$ cat src/rtl/alu_pkg.sv
package alu_pkg;

    typedef enum logic [1:0] {
        CLS_SHIFT = 2'b00,
        CLS_SLT   = 2'b01,
        CLS_ARITH = 2'b10,
        CLS_LOGIC = 2'b11
    } alu_class_e;

    typedef enum logic [1:0] {
        LOP_AND = 2'b00,
        LOP_OR  = 2'b01,
        LOP_XOR = 2'b10,
        LOP_NOR = 2'b11
    } logic_op_e;

    typedef struct packed {
        logic dir_right;
        logic arith;
        logic use_var;
    } shift_ctrl_t;

    typedef struct packed {
        alu_class_e  cls;
        logic        sub;
        shift_ctrl_t sh;
        logic_op_e   lop;
    } alu_ctrl_t;

    localparam int CTRL_W = $bits(alu_ctrl_t);

endpackage

$ cat src/rtl/alu_addsub.sv
module alu_addsub #(
    parameter int WIDTH = 32
) (
    input  logic [WIDTH-1:0] a,
    input  logic [WIDTH-1:0] b,
    input  logic             sub,
    output logic [WIDTH-1:0] sum,
    output logic             ovf
);
    localparam int MSB = WIDTH - 1;

    logic [WIDTH-1:0] b_eff;
    logic             carry;

    assign b_eff        = b ^ {WIDTH{sub}};
    assign {carry, sum} = {1'b0, a} + {1'b0, b_eff} + {{WIDTH{1'b0}}, sub};
    assign ovf          = (a[MSB] == b_eff[MSB]) && (sum[MSB] != a[MSB]);

    logic unused_carry;
    assign unused_carry = carry;

    always_comb begin
        AST_SUB_SELF_ZERO: assert (!(sub && (a == b)) || (sum == '0));
        AST_OVF_SIGNS: assert (!ovf || ((a[MSB] == b[MSB]) != sub));
    end

endmodule

$ cat src/rtl/alu_bitwise.sv
module alu_bitwise
    import alu_pkg::*;
#(
    parameter int WIDTH = 32
) (
    input  logic [WIDTH-1:0] a,
    input  logic [WIDTH-1:0] b,
    input  logic_op_e        op,
    output logic [WIDTH-1:0] y
);
    always_comb begin
        unique case (op)
            LOP_AND: y = a & b;
            LOP_OR:  y = a | b;
            LOP_XOR: y = a ^ b;
            default: y = ~(a | b);
        endcase
    end

    always_comb begin
        AST_NOR_DISJOINT: assert (op != LOP_NOR || ((y & a) == '0));
    end

endmodule

$ cat src/rtl/alu_barrel.sv
module alu_barrel
    import alu_pkg::*;
#(
    parameter int WIDTH = 32,
    localparam int SHW  = $clog2(WIDTH)
) (
    input  logic [WIDTH-1:0] din,
    input  logic [SHW-1:0]   amt,
    input  logic             dir_right,
    input  logic             arith,
    output logic [WIDTH-1:0] dout
);
    localparam int MSB = WIDTH - 1;

    logic [SHW:0][WIDTH-1:0] stg;
    logic [WIDTH-1:0]        oriented;
    logic                    fill;

    assign fill = dir_right & arith & din[MSB];

    // A left shift is a right shift of the bit-reversed word, reversed back.
    for (genvar i = 0; i < WIDTH; i++) begin : g_orient
        assign oriented[i] = dir_right ? din[i] : din[MSB-i];
        assign dout[i]     = dir_right ? stg[SHW][i] : stg[SHW][MSB-i];
    end

    assign stg[0] = oriented;

    for (genvar k = 0; k < SHW; k++) begin : g_stage
        localparam int STEP = 1 << k;
        assign stg[k+1] = amt[k] ? {{STEP{fill}}, stg[k][MSB:STEP]} : stg[k];
    end

    always_comb begin
        AST_SHIFT_NONE: assert (amt != '0 || dout == din);
        AST_SIGN_FILL: assert (!(dir_right && arith && din[MSB]) || dout[MSB]);
        AST_LOGIC_FILL: assert (!(dir_right && !arith && amt != '0) || !dout[MSB]);
    end

endmodule

$ cat src/rtl/alu_multifunc.sv
module alu_multifunc
    import alu_pkg::*;
#(
    parameter int WIDTH = 32,
    localparam int SHW  = $clog2(WIDTH)
) (
    input  logic [WIDTH-1:0]  op_a,
    input  logic [WIDTH-1:0]  op_b,
    input  logic [SHW-1:0]    shamt,
    input  logic [CTRL_W-1:0] ctrl,
    output logic [WIDTH-1:0]  result,
    output logic              zero,
    output logic              ovf
);
    localparam int MSB = WIDTH - 1;

    alu_ctrl_t        c;
    logic             adder_sub;
    logic [WIDTH-1:0] adder_sum;
    logic             adder_ovf;
    logic [WIDTH-1:0] logic_y;
    logic [WIDTH-1:0] shift_y;
    logic [SHW-1:0]   shift_amt;
    logic             less;

    assign c = alu_ctrl_t'(ctrl);

    // The compare class always subtracts, whatever the add/sub bit says.
    assign adder_sub = (c.cls != CLS_ARITH) | c.sub;
    assign shift_amt = c.sh.use_var ? op_b[SHW-1:0] : shamt;

    alu_addsub #(.WIDTH(WIDTH)) u_addsub (
        .a   (op_a),
        .b   (op_b),
        .sub (adder_sub),
        .sum (adder_sum),
        .ovf (adder_ovf)
    );

    alu_bitwise #(.WIDTH(WIDTH)) u_bitwise (
        .a  (op_a),
        .b  (op_b),
        .op (c.lop),
        .y  (logic_y)
    );

    alu_barrel #(.WIDTH(WIDTH)) u_barrel (
        .din       (op_a),
        .amt       (shift_amt),
        .dir_right (c.sh.dir_right),
        .arith     (c.sh.arith),
        .dout      (shift_y)
    );

    // Sign of the difference, corrected when the subtraction overflowed.
    assign less = adder_sum[MSB] ^ adder_ovf;

    always_comb begin
        unique case (c.cls)
            CLS_SHIFT: result = shift_y;
            CLS_SLT:   result = {{(WIDTH-1){1'b0}}, less};
            CLS_ARITH: result = adder_sum;
            default:   result = logic_y;
        endcase
    end

    assign zero = (result == '0);
    assign ovf  = (c.cls == CLS_ARITH) && adder_ovf;

    always_comb begin
        AST_SLT_ONE_BIT: assert (c.cls != CLS_SLT || result[MSB:1] == '0);
        AST_SLT_SIGNS: assert (!(c.cls == CLS_SLT && op_a[MSB] && !op_b[MSB]) || result[0]);
        AST_OVF_CLASS: assert (!ovf || c.cls == CLS_ARITH);
        AST_ZERO_FLAG: assert (!zero || !(|logic_y) || c.cls != CLS_LOGIC);
    end

endmodule

$ cat config.mk
export PLATFORM = sky130hd
export DESIGN_NAME = alu_multifunc
export DESIGN_NICKNAME = d
export VERILOG_FILES = /design/src/rtl/alu_pkg.sv /design/src/rtl/alu_addsub.sv /design/src/rtl/alu_bitwise.sv /design/src/rtl/alu_barrel.sv /design/src/rtl/alu_multifunc.sv
export SDC_FILE = /design/constraint.sdc
export NUM_CORES = 1
export LEC_CHECK = 0
export BUFFER_PORTS_ARGS = -buffer_cell sky130_fd_sc_hd__buf_2
export CAP_MARGIN = 5
export CELL_PAD_IN_SITES_DETAIL_PLACEMENT = 1
export CELL_PAD_IN_SITES_GLOBAL_PLACEMENT = 2
export CORE_MARGIN = 2
export CORE_UTILIZATION = 34
export DETAILED_ROUTE_END_ITERATION = 10
export PLACE_DENSITY_LB_ADDON = 0.1
export SLEW_MARGIN = 20
export SYNTH_ARGS = -nofsm -noshare
export SYNTH_HDL_FRONTEND = slang
export SYNTH_SLANG_ARGS = --single-unit
$ cat constraint.sdc
create_clock -name vclk -period 6.5
set_input_delay 0.975 -clock vclk [all_inputs]
set_output_delay 0.975 -clock vclk [all_outputs]
set_load 0.03 [all_outputs]
==> flow_summary.toml <==
[sta]
max_freq_mhz = 160
post-route-min-period_ns = 6.23
period_share_pct = 95.9
slew_violations = 0
slew-limit-headroom_pct = 35.9
setup_tns_ns = 0
worst_slew_pin_slew_ns = 0.958
hold_viol = 0
setup_viol = 0

[grt]
grt_usage_pct = 34.2
overflow = 0
grt_max_degree = 47
grt_pass1_wl_um = 62700
antenna_found_initial = 1
grt_pass1_vias = 9770

[run_status]
status = "finished, final reports clean"

[synthesis]
synth_nets = 1315
synthSimpleGateAreaFrac_pct = 19.5
syn_area_um2 = 7790
synth_xor_area_share_pct = 5.51
synth_compound_area_share_pct = 32.2
ys_seq_area_share_pct = 0
synth_cells = 1141
synth_adder_area_share_pct = 15.7
synth_top_family_by_area = "compound AO/OA/AOI/OAI gates"
synthMuxAreaShare_pct = 18.3
ys_types = 76
syn_avg_cell_area_um2 = 6.83
yosysWarnings = 0

[power]
power_leakage_nw = 4.21
power.total_w = 0.00112
ir_worst_vdd_mv = 0.0453
powerDensity_nw_per_um2 = 125

[final_layout]
layout.cells.most_common = "nand2_1"
drive_above_1_share_pct = 17.4
diodes = 0
num-nets-final = 1416
syn_to_final_growth_pct = 14.3
nClkBuffers = 0
utilization_pct = 39.5
fillerInstances = 2950
final_cell_mix = "nand2_1 (111), buf_2 (110), mux2i_1 (98), nor2_1 (97), ha_1 (96)"
seq_cells = 0
regArea_um2 = 0

[floorplanning]
core_region_area_um2 = 22600
boundaryPins = 111
dieArea_um2 = 24100
std_cell_rows = 55
die_width_um = 155
start_util_pct = 34.5
die_h_um = 155

[setup_path]
worstSetupStartpointType = "input port"
arrival_ns = 5.26
slowest_delay_ns = 0.58
cp_slowest_cell = "or4_1"
required_ns = 5.52
path_max_fanout = 12
endpoint_kind = "primary output"
setup.worst_path.class = "in2out"
crit_chain = "buf_2 -> inv_1 -> nand2_1 -> nor2_4 -> buf_12 -> buf_4 -> xnor2_1 -> ha_1 -> nand2_1 -> o31ai_1 -> a32oi_2 -> a2111oi_4 -> nor4_1 -> nor2_1 -> a221oi_1 -> or4_1 -> or4_1 -> nor2_1 -> buf_2"

[hold_path]
hold_start = "ctrl[7]"
hold_path.class = "in2out"
hold_end = "result[31]"
min_path_cells = 5

[placement]
finalWeightedCongestion = 1.02
numPortBuffers = 111
place_hpwl_um = 35200

[route]
finalWirelength_um = 42000
ant_nets = 0
vias = 9771
drc = 0
first_iter_violations = 785
vias_per_cell = 6.41
dr.pass1.iters = 5
post_drt_wl_per_cell_um = 27.6

[run]
cap_violations = 0
==> cell families after synthesis <==
group                    Yosys count
AO/OA/AOI/OAI                    371
AND/OR/NAND/NOR                  330
buffers and inverters            166
multiplexers                     128
adder cells (fa/ha/maj)           97
XOR/XNOR                          49
==> how the worst max path moves through the flow <==
stage | from | endpoint
after detailed placement | ctrl[6] | zero
after global placement | ctrl[6] | zero
final | ctrl[6] | zero
after global routing | ctrl[6] | zero
after CTS | ctrl[6] | zero
after floorplan | ctrl[6] | zero
==> synth_stat cells, types with 9 or more instances <==
| library cell | number | area (µm²) |
|---|---|---|
| o22ai_1 | 16 | 100 |
| xnor2_1 | 40 | 350 |
| buf_2 | 13 | 65.1 |
| clkbuf_1 | 43 | 161 |
| nand2b_1 | 12 | 75.1 |
| nand4_1 | 13 | 81.3 |
| nor3_1 | 21 | 105 |
| mux2i_1 | 100 | 1000 |
| inv_1 | 91 | 342 |
| a211oi_1 | 30 | 225 |
| xor2_1 | 9 | 78.8 |
| a21oi_1 | 87 | 435 |
| mux2_2 | 17 | 191 |
| a22oi_1 | 12 | 90.1 |
| nor2_1 | 98 | 368 |
| nand2_1 | 111 | 417 |
| o221ai_1 | 12 | 105 |
| nand3_1 | 27 | 135 |
| buf_1 | 11 | 41.3 |
| o211ai_1 | 15 | 113 |
| o31ai_1 | 11 | 82.6 |
| o21ai_0 | 78 | 390 |
| a22o_1 | 13 | 114 |
| ha_1 | 96 | 1200 |
==> timing repair <==
action	in CTS	in global routing
setup buffers	0	2
setup endpoints to repair	0	1
hold buffers	0	0
gates resized for setup	0	6
endpoints found under the hold margin	0	0
==> critical path, delay by kind of cell <==
kind | cells | cell delay, ns
fa+ha+maj | 1 | 0.29
compound gates | 4 | 1.35
simple gates | 8 | 1.86
buf+inv | 5 | 0.69
xor+xnor | 1 | 0.09
==> metrics by stage <==
step | instance area, µm² | cells | hold slack (ns) | setup WS [ns]
global placement | 8840 | 1523 | 2.65 | 0.122
CTS | 8840 | 1523 | 2.65 | 0.0802
global route | 8910 | 1525 | 2.69 | -0.0226
detailed placement | 8840 | 1523 | 2.65 | 0.103
floorplan | 7800 | 1141 | 2.24 | 0.0913
finish | 8910 | 1525 | 2.66 | 0.266
==> layout make-up <==
type	count	area, µm²	area share [%]
inverters	93	349	3.92
multi-input cells	975	7160	80.4
well taps	285	357	4.00
repair buffers	172	1040	11.7
==> where the power goes <==
part / switching (W) / leakage, nW / total, W / internal (W)
Sequential: 0 / 0 / 0 / 0
Clock: 0 / 0 / 0 / 0
Combinational: 0.000740 / 4.21 / 0.00112 / 0.000377
==> layer usage <==
metal	global-route usage (%)	part of all wire (%)	vias to the layer above
met5	0	0.029	-
met1	45.1	44	4811
li1	-	-	4448
met3	3.06	5.4	106
met4	16.6	6.3	2
met2	55.9	45	404
No activity file was read; power rests on OpenSTA's default activity.
